`config.mk`:
```
export PLATFORM = sky130hd
export DESIGN_NAME = tdm8_deser
export DESIGN_NICKNAME = d
export VERILOG_FILES = /design/src/rtl/tdm_pkg.sv /design/src/rtl/tdm_frame_fsm.sv /design/src/rtl/tdm_slot_router.sv /design/src/rtl/tdm_out_bank.sv /design/src/rtl/tdm8_deser.sv
export SDC_FILE = /design/constraint.sdc
export NUM_CORES = 1
export LEC_CHECK = 0
export ABC_AREA = 1
export BUFFER_PORTS_ARGS = -buffer_cell sky130_fd_sc_hd__buf_2
export CAP_MARGIN = 20
export CORE_UTILIZATION = 58
export CTS_CLUSTER_SIZE = 25
export DETAILED_ROUTE_END_ITERATION = 8
export GPL_TIMING_DRIVEN = 0
export PLACE_DENSITY_LB_ADDON = 0.1
export SETUP_SLACK_MARGIN = 0.4
export SKIP_LAST_GASP = 1
export SLEW_MARGIN = 0
export SYNTH_ARGS = -nofsm -noshare
export SYNTH_HDL_FRONTEND = slang
export SYNTH_SLANG_ARGS = --single-unit
export TNS_END_PERCENT = 1
```
`constraint.sdc`:
```
create_clock -name bclk -period 2.48 [get_ports bclk]
set_clock_uncertainty 0.1 [all_clocks]
set_input_delay 0.496 -clock bclk [delete_from_list [all_inputs] [get_ports bclk]]
set_output_delay 0.496 -clock bclk [all_outputs]
set_load 0.02 [all_outputs]
```
`src/rtl/tdm_pkg.sv`:
```
package tdm_pkg;

    // Controller states
    typedef enum logic [0:0] {
        S_WAIT_SYNC = 1'b0,
        S_COLLECT   = 1'b1
    } tdm_state_t;

endpackage

```
`src/rtl/tdm_frame_fsm.sv`:
```
module tdm_frame_fsm
    import tdm_pkg::*;
#(
    parameter int FRAME_LONG = 256,
    parameter int CNT_W      = $clog2(FRAME_LONG) + 1
) (
    input  logic             clk,
    input  logic             rst_n,
    input  logic             fsync,
    input  logic             mode_128,
    output logic [CNT_W-1:0] bit_cnt,
    output logic             bit_valid,
    output logic             frame_ok,
    output logic             frame_done,
    output logic             frame_err
);
    localparam logic [CNT_W-1:0] LEN_LONG  = CNT_W'(FRAME_LONG);
    localparam logic [CNT_W-1:0] LEN_SHORT = CNT_W'(FRAME_LONG / 2);
    localparam logic [CNT_W-1:0] ONE       = CNT_W'(1);

    tdm_state_t       state_q, state_d;
    logic             fsync_q;
    logic             start;
    logic             frame_bad;
    logic [CNT_W-1:0] frame_len;

    assign start     = fsync & ~fsync_q;
    assign frame_len = mode_128 ? LEN_SHORT : LEN_LONG;

    // Next-state logic
    always_comb begin
        state_d = state_q;
        unique case (state_q)
            S_WAIT_SYNC: if (start) state_d = S_COLLECT;
            S_COLLECT:   state_d = S_COLLECT;
            default:     state_d = S_WAIT_SYNC;
        endcase
    end

    // State register
    always_ff @(posedge clk) begin
        if (!rst_n) state_q <= S_WAIT_SYNC;
        else        state_q <= state_d;
    end

    // Frame-clock history and bit counter
    always_ff @(posedge clk) begin
        if (!rst_n) begin
            fsync_q <= 1'b1;
            bit_cnt <= '0;
        end else begin
            fsync_q <= fsync;
            if (start)
                bit_cnt <= '0;
            else if (state_q == S_COLLECT && bit_cnt != '1)
                bit_cnt <= bit_cnt + ONE;
        end
    end

    assign bit_valid = (state_q == S_COLLECT) && !start && (bit_cnt < frame_len);
    assign frame_ok  = (state_q == S_COLLECT) && start && (bit_cnt == frame_len - ONE);
    assign frame_bad = (state_q == S_COLLECT) && start && (bit_cnt != frame_len - ONE);

    // Registered outputs
    always_ff @(posedge clk) begin
        if (!rst_n) begin
            frame_done <= 1'b0;
            frame_err  <= 1'b0;
        end else begin
            frame_done <= frame_ok;
            frame_err  <= frame_bad;
        end
    end
endmodule

```
`src/rtl/tdm_slot_router.sv`:
```
module tdm_slot_router #(
    parameter int NCH      = 8,
    parameter int SAMPLE_W = 24,
    parameter int SLOT_W   = 32,
    parameter int POS_W    = 8
) (
    input  logic                    clk,
    input  logic                    rst_n,
    input  logic [POS_W-1:0]        slot_pos,
    input  logic                    bit_valid,
    input  logic                    mode_128,
    input  logic [1:0]              sd,
    output logic [NCH*SAMPLE_W-1:0] cap
);
    localparam int BIT_W  = $clog2(SLOT_W);
    localparam int SLOT_X = $clog2(NCH);
    localparam int HALF   = NCH / 2;
    localparam logic [BIT_W-1:0] SAMP_LIM = BIT_W'(SAMPLE_W);

    logic [SLOT_X-1:0] slot_full;
    logic [SLOT_X-2:0] slot_half;
    logic [BIT_W-1:0]  bit_pos;
    logic              in_sample;

    assign bit_pos   = slot_pos[BIT_W-1:0];
    assign slot_full = slot_pos[BIT_W +: SLOT_X];
    assign slot_half = slot_pos[BIT_W +: SLOT_X-1];
    assign in_sample = bit_valid && (bit_pos < SAMP_LIM);

    for (genvar ch = 0; ch < NCH; ch++) begin : g_ch
        logic                sel;
        logic                din;
        logic [SAMPLE_W-1:0] shreg;

        if (ch < HALF) begin : g_lo
            assign sel = mode_128 ? (slot_half == (SLOT_X-1)'(ch))
                                  : (slot_full == SLOT_X'(ch));
            assign din = sd[0];
        end else begin : g_hi
            assign sel = mode_128 ? (slot_half == (SLOT_X-1)'(ch - HALF))
                                  : (slot_full == SLOT_X'(ch));
            assign din = mode_128 ? sd[1] : sd[0];
        end

        always_ff @(posedge clk) begin
            if (!rst_n)
                shreg <= '0;
            else if (in_sample && sel)
                shreg <= {shreg[SAMPLE_W-2:0], din};
        end

        assign cap[ch*SAMPLE_W +: SAMPLE_W] = shreg;
    end
endmodule

```
`src/rtl/tdm_out_bank.sv`:
```
module tdm_out_bank #(
    parameter int W = 192
) (
    input  logic         clk,
    input  logic         rst_n,
    input  logic         load,
    input  logic [W-1:0] d,
    output logic [W-1:0] q
);
    always_ff @(posedge clk) begin
        if (!rst_n)    q <= '0;
        else if (load) q <= d;
    end
endmodule

```
`src/rtl/tdm8_deser.sv`:
```
module tdm8_deser #(
    parameter int NCH      = 8,
    parameter int SAMPLE_W = 24,
    parameter int SLOT_W   = 32,
    parameter int NLINES   = 4
) (
    input  logic                    bclk,
    input  logic                    rst_n,
    input  logic                    fsync,
    input  logic                    mode_128,
    input  logic [NLINES-1:0]       sdin,
    output logic [NCH*SAMPLE_W-1:0] samples,
    output logic                    frame_done,
    output logic                    frame_err
);
    localparam int FRAME_LONG = NCH * SLOT_W;
    localparam int CNT_W      = $clog2(FRAME_LONG) + 1;
    localparam int OUT_W      = NCH * SAMPLE_W;

    logic [CNT_W-1:0] bit_cnt;
    logic             bit_valid;
    logic             frame_ok;
    logic [OUT_W-1:0] cap;

    tdm_frame_fsm #(.FRAME_LONG(FRAME_LONG), .CNT_W(CNT_W)) i_fsm (
        .clk        (bclk),
        .rst_n      (rst_n),
        .fsync      (fsync),
        .mode_128   (mode_128),
        .bit_cnt    (bit_cnt),
        .bit_valid  (bit_valid),
        .frame_ok   (frame_ok),
        .frame_done (frame_done),
        .frame_err  (frame_err)
    );

    tdm_slot_router #(
        .NCH(NCH), .SAMPLE_W(SAMPLE_W), .SLOT_W(SLOT_W), .POS_W(CNT_W-1)
    ) i_router (
        .clk       (bclk),
        .rst_n     (rst_n),
        .slot_pos  (bit_cnt[CNT_W-2:0]),
        .bit_valid (bit_valid),
        .mode_128  (mode_128),
        .sd        (sdin[1:0]),
        .cap       (cap)
    );

    tdm_out_bank #(.W(OUT_W)) i_bank (
        .clk   (bclk),
        .rst_n (rst_n),
        .load  (frame_ok),
        .d     (cap),
        .q     (samples)
    );

    // Lines beyond the second never carry data in either mode
    if (NLINES > 2) begin : g_spare
        logic unused_spare;
        assign unused_spare = ^sdin[NLINES-1:2];
    end
endmodule

```
==> results of run 1 <==
[cell families (layout without fill, tap and decap cells)]
| kind of cell | Yosys count | count (layout) | share of synthesized area [%] |
|---|---|---|---|
| and+or+nand+nor | 1393 | 1393 | 35.81 |
| DFF | 397 | 397 | 47.65 |
| buffers and inverters | 380 | 645 | 9.843 |
| AOI/OAI and AO/OA | 212 | 212 | 6.392 |
| adders and majority gates | 4 | 4 | 0.3001 |
| other | 0 | 2 | 0 |
[cells in the mapped netlist (all sizes together)]
library cell / number / area [um^2]
nand3: 15 / 80.08
ha: 4 / 50.05
a21oi: 206 / 1031
buf: 109 / 624.4
o21ai: 4 / 20.02
nand2: 599 / 2251
nor3: 2 / 10.01
o21a: 1 / 7.510
nand3b: 184 / 1381
a211oi: 1 / 7.510
dfxtp: 397 / 7948
or2: 2 / 12.51
nand4: 2 / 12.51
inv: 213 / 799.5
nor4: 1 / 6.260
clkbuf: 58 / 217.7
nor2: 588 / 2220
[metrics by stage]
stage | std cells | total power [uW]
after global placement | 2962 | 7013
final | 3031 | 13140
after detailed placement | 2962 | 7025
after CTS | 3029 | 13220
after global routing | 3030 | 13510
after floorplan | 2386 | 6901
[routing by layer]
layer	vias to the layer above	global-route usage (%)
met3	64	3.728
met5	-	0
met2	389	44.68
met4	0	8.113
li1	7790	-
met1	6890	37.11
[layout make-up]
class                   count  area (um^2)  area share [%]
flip-flops and latches    397         7949           40.69
multi-input cells        1609         7107           36.38
clock buffers              53         1121           5.738
repair buffers            198        991.0           5.072
plain buffers             167        867.1           4.438
inverters                 213        799.5           4.092
well taps                 378        473.0           2.421
clock inverters            14        224.0           1.146
diodes                      2        5.005         0.02562
[state kept, by name, indices dropped and copies added (netlist names)]
signal               count
i_bank.q               192
i_fsm.bit_cnt            9
i_fsm.frame_done         1
i_fsm.frame_err          1
i_fsm.fsync_q            1
i_fsm.state_q            1
i_router.g_ch.shreg    192
[what timing repair did]
item / CTS / global route
pin swaps: 0 / 0
endpoints found under the setup margin: 351 / 209
gates resized for setup: 13 / 6
[where the power goes]
group          switching (uW)  internal (uW)  total (uW)
Combinational             320            131         452
Sequential               28.0           6410        6440
Clock                    2460           3790        6250
Total                    2810          10300       13100
[worst paths after layout]
check                                                              from                                       to  slack (ns)  cells past startpoint
worst max-delay path                      i_fsm.bit_cnt[7]$_SDFFE_PP0P_               i_bank.q[161]$_SDFFE_PN0P_        0.43                     10
worst min-delay path                                              fsync                 i_fsm.fsync_q$_SDFF_PN1_        0.07                      2
worst max register to register            i_fsm.bit_cnt[7]$_SDFFE_PP0P_               i_bank.q[161]$_SDFFE_PN0P_        0.43                     10
worst min register to register  i_router.g_ch[6].shreg[23]$_SDFFE_PN0P_  i_router.g_ch[6].shreg[23]$_SDFFE_PN0P_        0.39                      2
==> run summary, run 1 <==
Maximum clock rate: 0.4872 GHz
Post CTS Setup Buffer Count: 0
Headroom to the max-slew limit: 35.98%
Finished Cell Area: 19,540 um^2
Synth Cell Area: 16,680 um^2
Final Util: 69.75%
Port buffer count: 198
Row cnt: 61
CTS tree: built
Global-route wire length before repair: 65,340 um
Final Hold Vio Count: 0
Detail Route Antenna Nets: 0
Clock buffer count from CTS: 40
Yosys warns: 0
Area Overhead vs Synth: 17.13%
GRT Residual Overflow: 0
M1 WL: 18,930 um
Initial Util: 59.54%
Yosys reg bits: 397
Core area: 28,010 um^2
Worst skew pair latency: 0.52 ns
Register area share after synthesis: 47.65%
Dpl hpwl: 27,490 um
Post-Syn Nets: 2,398
Drt total wl: 40,290 um
Worst Setup End Kind: flop
CP top delay family: simple AND/OR/NAND/NOR gates
Drt pass-1 iters: 5
WL met3: 2117 um
Cell Area, Placed: 18,140 um^2
Fin nets: 2,638
Fill cells: 2,411
VDD IR-drop max: 0.4263 mV
Antenna violations before repair: 2
Outcome: finished, final reports clean
Final worst slack: 0.4275 ns
Worst min path class: in -> reg
Most common cell on crit path: nor2_1
RSZ-0062 raised after global routing: true
Max Cap Violations: 0
Number of remaining DRC errors: 0
Uppermost layer routed: met4
PwrDens: 672.8 nW/um^2
Final slew viol count: 0
Min Tclk post-route: 2.052 ns
Worst setup path category: reg -> reg
Die height: 171.6 um
Hold slack: 0.07204 ns
I/O Pins: 202
Worst Path Arrival: 2.37 ns
Setup WS pre-CTS: 0.03400 ns
Least-Margin Pin Slew: 0.9604 ns
Worst-path fanout max: 10
Cells after synthesis: 2,386
Clock sinks: 397
Tcrit/Tclk final: 82.76%
Post-Route Setup TNS: 0 ns
Commonest non-fill, non-tap cell in the layout: nand2_1
Worst Path Buf+Inv: 4
Worst-path cell chain: inv_2, ha_1, inv_1, nand2_1, nor2_2, nand3_4, buf_4, buf_2, nor2_1, nor2_1
Critical Path RT: 2.80 ns
Die area: 29,440 um^2
Vias in the first global route: 13,528
Layout cells sized above 1: 14.11%
Overall Global Routing Usage: 27.21%
DR iter-0 viols: 1,171
Worst path slowest cell: dfxtp_2
Max Root-Sink Buffers: 3
Clk slew on worst S/H paths: 0.06 ns
Wire length on met2: 18,300 um
Leak: 0.01021 uW
Syn avg cell area: 6.990 um^2
Critical Path Max Stage Delay: 0.37 ns
Final Setup Violations: 0
Drt wl/cell: 13.29 um
Clock root buffer: clkbuf_16
Synth cell types: 24
Hold-fix buffers, CTS: 0
Most frequent cells in the layout: nand2_1 (597), nor2_1 (584), dfxtp_1 (396)
Via count: 15,133
Vias per cell: 4.993
GP Congestion: 0.8349
Die Wd: 171.6 um
Largest net degree at the start of global routing: 16
H-tree Lvls: 2
Worst Setup Start Kind: flop
Power figures use the tool's default switching activity.
==> run 2: changes to the inputs <==
==> constraint.sdc (replaced) <==
create_clock -name bclk -period 2 [get_ports bclk]
set_clock_uncertainty 0.1 [all_clocks]
set_input_delay 0.4 -clock bclk [delete_from_list [all_inputs] [get_ports bclk]]
set_output_delay 0.4 -clock bclk [all_outputs]
set_load 0.02 [all_outputs]
==> run summary, run 2 (synthesis results as in run 1) <==
Biggest regs: i_bank.q: 192 flops, i_router.g_ch.shreg: 192 flops, i_fsm.bit_cnt: 9 flops
Worst Setup End Kind: flop
Row cnt: 61
Worst r2r path cells: 10
Final slew viol count: 0
Drt wl/cell: 13.91 um
Worst min path class: in -> reg
Final Util: 72.86%
Worst setup path category: reg -> reg
Worst path slowest cell: dfxtp_1
Via count: 15,356
Detail Route Antenna Nets: 0
Critical Path Max Stage Delay: 0.40 ns
Final Hold Vio Count: 0
Outcome: finished, final reports clean
CTS tree: built
Vias in the first global route: 14,041
Layout cells sized above 1: 17.89%
Antenna violations before repair: 2
Clk slew on worst S/H paths: 0.06 ns
Core area: 28,010 um^2
Fin nets: 2,657
PwrDens: 780.7 nW/um^2
Worst Path Buf+Inv: 4
Drt total wl: 42,450 um
Clock root buffer: clkbuf_16
I/O Pins: 202
Post-Route Setup TNS: 0 ns
RSZ-0062 raised after global routing: true
Die height: 171.6 um
Most frequent cells in the layout: nand2_1 (591), nor2_1 (532), dfxtp_1 (391)
Worst R2R End: i_router.g_ch[7].shreg[12]$_SDFFE_PN0P_
GRT Residual Overflow: 0
Tcrit/Tclk final: 93.03%
Worst Setup Start Kind: flop
Drt pass-1 iters: 5
Commonest non-fill, non-tap cell in the layout: nand2_1
Headroom to the max-slew limit: 37.50%
Clock sinks: 397
Clock buffer count from CTS: 40
Initial Util: 59.54%
Reg2Reg Setup Slack: 0.14 ns
DR iter-0 viols: 1,135
Hold Crit Endpoint: i_fsm.state_q$_SDFF_PN0_
R2R Path Start: i_fsm.state_q$_SDFF_PN0_
Most common cell on crit path: nor2_4
Worst-path fanout max: 10
Maximum clock rate: 0.5375 GHz
Critical Path RT: 2.31 ns
Leak: 0.01049 uW
Global-route wire length before repair: 67,480 um
Worst skew pair latency: 0.53 ns
Final Setup Violations: 0
Cell Area, Placed: 18,410 um^2
Die Wd: 171.6 um
Die area: 29,440 um^2
Overall Global Routing Usage: 28.18%
Min Tclk post-route: 1.861 ns
VDD IR-drop max: 0.5265 mV
CP top delay family: simple AND/OR/NAND/NOR gates
Area of the multi-input gates: 7348 um^2
Hold Path Origin: fsync
Area Overhead vs Synth: 22.37%
Least-Margin Pin Slew: 0.9376 ns
Hold path depth: 3
Worst Path Arrival: 2.17 ns
Worst-path cell chain: inv_1, nor2_4, nand2_2, nor2_4, buf_6, buf_4, clkbuf_2, nand3b_1, nand2_1, nor2_1
Largest net degree at the start of global routing: 15
Seq. cell area: 7960 um^2
Placed instance count: 2,962
Dpl hpwl: 28,370 um
Max Cap Violations: 0
Max Root-Sink Buffers: 3
H-tree Lvls: 2
Vias per cell: 5.031
Finished Cell Area: 20,410 um^2
Port buffer count: 198
Fill cells: 2,241
Non-Filler Instances: 3,052
GP Congestion: 0.8515
Number of remaining DRC errors: 0
run 2: tightest hold or removal path: cells and delay by family:
family,cells,cell delay [ns]
buf+inv,1,0.11
compound gates,1,0.07
simple gates,1,0.12
run 2: through the flow:
stage               setup slack (ns)  hold slack, ns  power [uW]
finish                        0.1394          0.1217       15930
detailed placement           -0.2652          0.3701        8724
CTS                           0.1562          0.1029       15960
global placement             -0.1922          0.3680        8708
global route                 0.07641          0.1527       16380
floorplan                     0.3565          0.3478        8570
run 2: area by class of cell:
cell class / instances / area share (%)
sequential: 397 / 39.00
multi-input combinational: 1609 / 36.00
timing repair buffer: 217 / 6.327
buffer: 167 / 6.155
clock buffer: 54 / 5.658
inverter: 213 / 3.954
tap: 378 / 2.317
clock inverter: 15 / 0.5579
antenna: 2 / 0.02452
run 2: what timing repair did:
item,4_1_cts,5_1_grt
endpoints found under the setup margin,400,404
gates cloned,5,2
endpoints found under the hold margin,1,0
hold buffers,1,0
setup buffers,9,2
resized for setup,74,71
pin swaps,5,3
run 2: how the worst max path moves through the flow:
stage	from	endpoint	slack, ns	cells after the start
4_1_cts	i_fsm.bit_cnt[5]$_SDFFE_PP0P_	i_router.g_ch[1].shreg[16]$_SDFFE_PN0P_	0.16	6
6_report	i_fsm.state_q$_SDFF_PN0_	i_router.g_ch[7].shreg[12]$_SDFFE_PN0P_	0.14	10
2_1_floorplan	i_fsm.bit_cnt[0]$_SDFFE_PP0P_	i_fsm.bit_cnt[3]$_SDFFE_PP0P_	0.36	10
3_3_place_gp	mode_128	i_router.g_ch[0].shreg[18]$_SDFFE_PN0P_	-0.19	9
5_1_grt	i_fsm.bit_cnt[7]$_SDFFE_PP0P_	i_bank.q[168]$_SDFFE_PN0P_	0.08	12
3_5_place_dp	mode_128	i_router.g_ch[5].shreg[23]$_SDFFE_PN0P_	-0.27	9
run 2: report_power, final:
part / total, uW / switching [uW] / internal [uW]
Clock: 7300 / 3110 / 4180
Sequential: 7990 / 39.5 / 7950
Combinational: 645 / 424 / 221
Total: 15900 / 3580 / 12400
run 2: routing by layer:
metal	vias to the layer above	part of all wire, %	track usage [%]
li1	7835	-	-
met1	7038	46	36.91
met2	396	46	47.14
met3	87	5.1	4.257
met4	0	2.7	9.783
met5	-	0	0
==> run 3: changes to the inputs <==
--- a/config.mk
+++ b/config.mk
@@ -8,7 +8,7 @@
 export ABC_AREA = 1
 export BUFFER_PORTS_ARGS = -buffer_cell sky130_fd_sc_hd__buf_2
 export CAP_MARGIN = 20
-export CORE_UTILIZATION = 58
+export CORE_UTILIZATION = 55
 export CTS_CLUSTER_SIZE = 25
 export DETAILED_ROUTE_END_ITERATION = 8
 export GPL_TIMING_DRIVEN = 0
==> run summary, run 3 (synthesis results as in run 1) <==
Leak: 0.01059 uW
Worst skew pair latency: 0.54 ns
Area Overhead vs Synth: 23.05%
GP Congestion: 0.8430
DR iter-0 viols: 948
Min Tclk post-route: 1.832 ns
I/O Pins: 202
Largest net degree at the start of global routing: 14
Detail Route Antenna Nets: 0
Number of remaining DRC errors: 0
Seq. cell area: 7958 um^2
Max Root-Sink Buffers: 3
Worst Setup Start Kind: flop
Port buffer count: 198
Row cnt: 63
Clock sinks: 397
PwrDens: 807.4 nW/um^2
Fill cells: 2,497
Die height: 176.1 um
Outcome: finished, final reports clean
Clock buffer count from CTS: 42
Die area: 31,030 um^2
Vias per cell: 4.949
Die Wd: 176.1 um
Global-route wire length before repair: 68,010 um
Drt pass-1 iters: 5
Tcrit/Tclk final: 91.58%
RSZ-0062 raised after global routing: true
Drt wl/cell: 13.75 um
Layout cells sized above 1: 16.65%
Area of the multi-input gates: 7257 um^2
Maximum clock rate: 0.5460 GHz
Worst-path fanout max: 10
Via count: 15,194
Final Setup Violations: 0
Most frequent cells in the layout: nand2_1 (591), nor2_1 (569), dfxtp_1 (391)
Final Hold Vio Count: 0
Worst Path Arrival: 2.15 ns
Antenna violations before repair: 2
H-tree Lvls: 2
Fin nets: 2,659
Final Util: 69.06%
Worst min path class: in -> reg
Worst setup path category: reg -> reg
Overall Global Routing Usage: 26.75%
Initial Util: 56.12%
Clk slew on worst S/H paths: 0.06 ns
CTS tree: built
VDD IR-drop max: 0.6460 mV
Clock root buffer: clkbuf_16
Core area: 29,720 um^2
Headroom to the max-slew limit: 29.79%
Dpl hpwl: 28,210 um
Critical Path RT: 2.32 ns
Least-Margin Pin Slew: 1.042 ns
GRT Residual Overflow: 0
Total power: 16,570 uW
Reg2Reg Setup Slack: 0.17 ns
Final slew viol count: 0
Max Cap Violations: 0
Worst Setup End Kind: flop
Commonest non-fill, non-tap cell in the layout: nand2_1
Drt total wl: 42,220 um
Biggest regs: i_bank.q: 192 flops, i_router.g_ch.shreg: 192 flops, i_fsm.bit_cnt: 9 flops
Vias in the first global route: 13,776
==> run 3: changes by cell type in the layout (fill, tap and decap cells not counted), moves of 4 or more <==
| cell | change |
|---|---|
| buf_2 | -4 |
| nor2_2 | -36 |
| clkbuf_16 | +5 |
| nor2_1 | +37 |
| clkbuf_1 | +5 |
==> run 3: worst max-delay path, cell delays in order, from the launching register on <==
cell and delay, ns:
dfxtp_2 0.37, ha_4 0.17, nand3_4 0.11, nor2_4 0.16, nand3_4 0.10, buf_12 0.17, buf_12 0.15, buf_6 0.14
nor2_1 0.16, nor2_1 0.07
==> run 3: area by class of cell <==
cell class / count / share of cell area [%]
sequential: 397 / 38.77
clock buffer: 65 / 6.243
timing repair buffer: 217 / 6.450
multi-input combinational: 1609 / 35.36
buffer: 167 / 6.218
inverter: 213 / 3.920
antenna: 1 / 0.01219
clock inverter: 11 / 0.6462
tap: 390 / 2.378
==> run 3: where the power goes <==
group / internal, uW / switching, uW / total [uW] / leakage [uW]
combinational: 227 / 424 / 652 / 0.00669
sequential: 7950 / 37.4 / 7990 / 0.00320
clock: 4790 / 3140 / 7930 / 0.000696
total: 13000 / 3600 / 16600 / 0.0106
==> run 3: per-layer routing <==
metal / wire, um / share of wire, % / GRT usage [%]
met2: 19400 / 46 / 43.82
met4: 1281 / 3.0 / 10.18
met5: 10 / 0.024 / 0
met1: 19450 / 46 / 35.68
met3: 2081 / 4.9 / 3.747
==> run 3: path summary, 6_finish.rpt <==
| check | startpoint | to | cells past startpoint |
|---|---|---|---|
| max reg2reg | i_fsm.bit_cnt[0]$_SDFFE_PP0P_ | i_bank.q[76]$_SDFFE_PN0P_ | 9 |
| max | i_fsm.bit_cnt[0]$_SDFFE_PP0P_ | i_bank.q[76]$_SDFFE_PN0P_ | 9 |
| min reg2reg | i_router.g_ch[7].shreg[23]$_SDFFE_PN0P_ | i_router.g_ch[7].shreg[23]$_SDFFE_PN0P_ | 2 |
| min | fsync | i_fsm.state_q$_SDFF_PN0_ | 3 |
==> run 3: timing repair <==
action,in CTS,in global routing
setup endpoints to repair,405,413
buffers inserted,10,1
gates cloned,4,3
hold buffers,1,0
pin swaps,5,3
endpoints found under the hold margin,1,0
resized for setup,59,54
==> run 3: metrics by stage <==
| stage | instances | setup slack (ns) | hold slack [ns] | TNS (ns) | area [um^2] |
|---|---|---|---|---|---|
| CTS | 3065 | 0.1587 | 0.1058 | 0 | 20280 |
| global route | 3070 | 0.1016 | 0.1466 | 0 | 20520 |
| global placement | 2974 | -0.2567 | 0.3630 | -43.08 | 18430 |
| floorplan | 2386 | 0.3565 | 0.3478 | 0 | 16950 |
| finish | 3070 | 0.1684 | 0.1196 | 0 | 20520 |
| detailed placement | 2974 | -0.2801 | 0.3734 | -54.78 | 18430 |
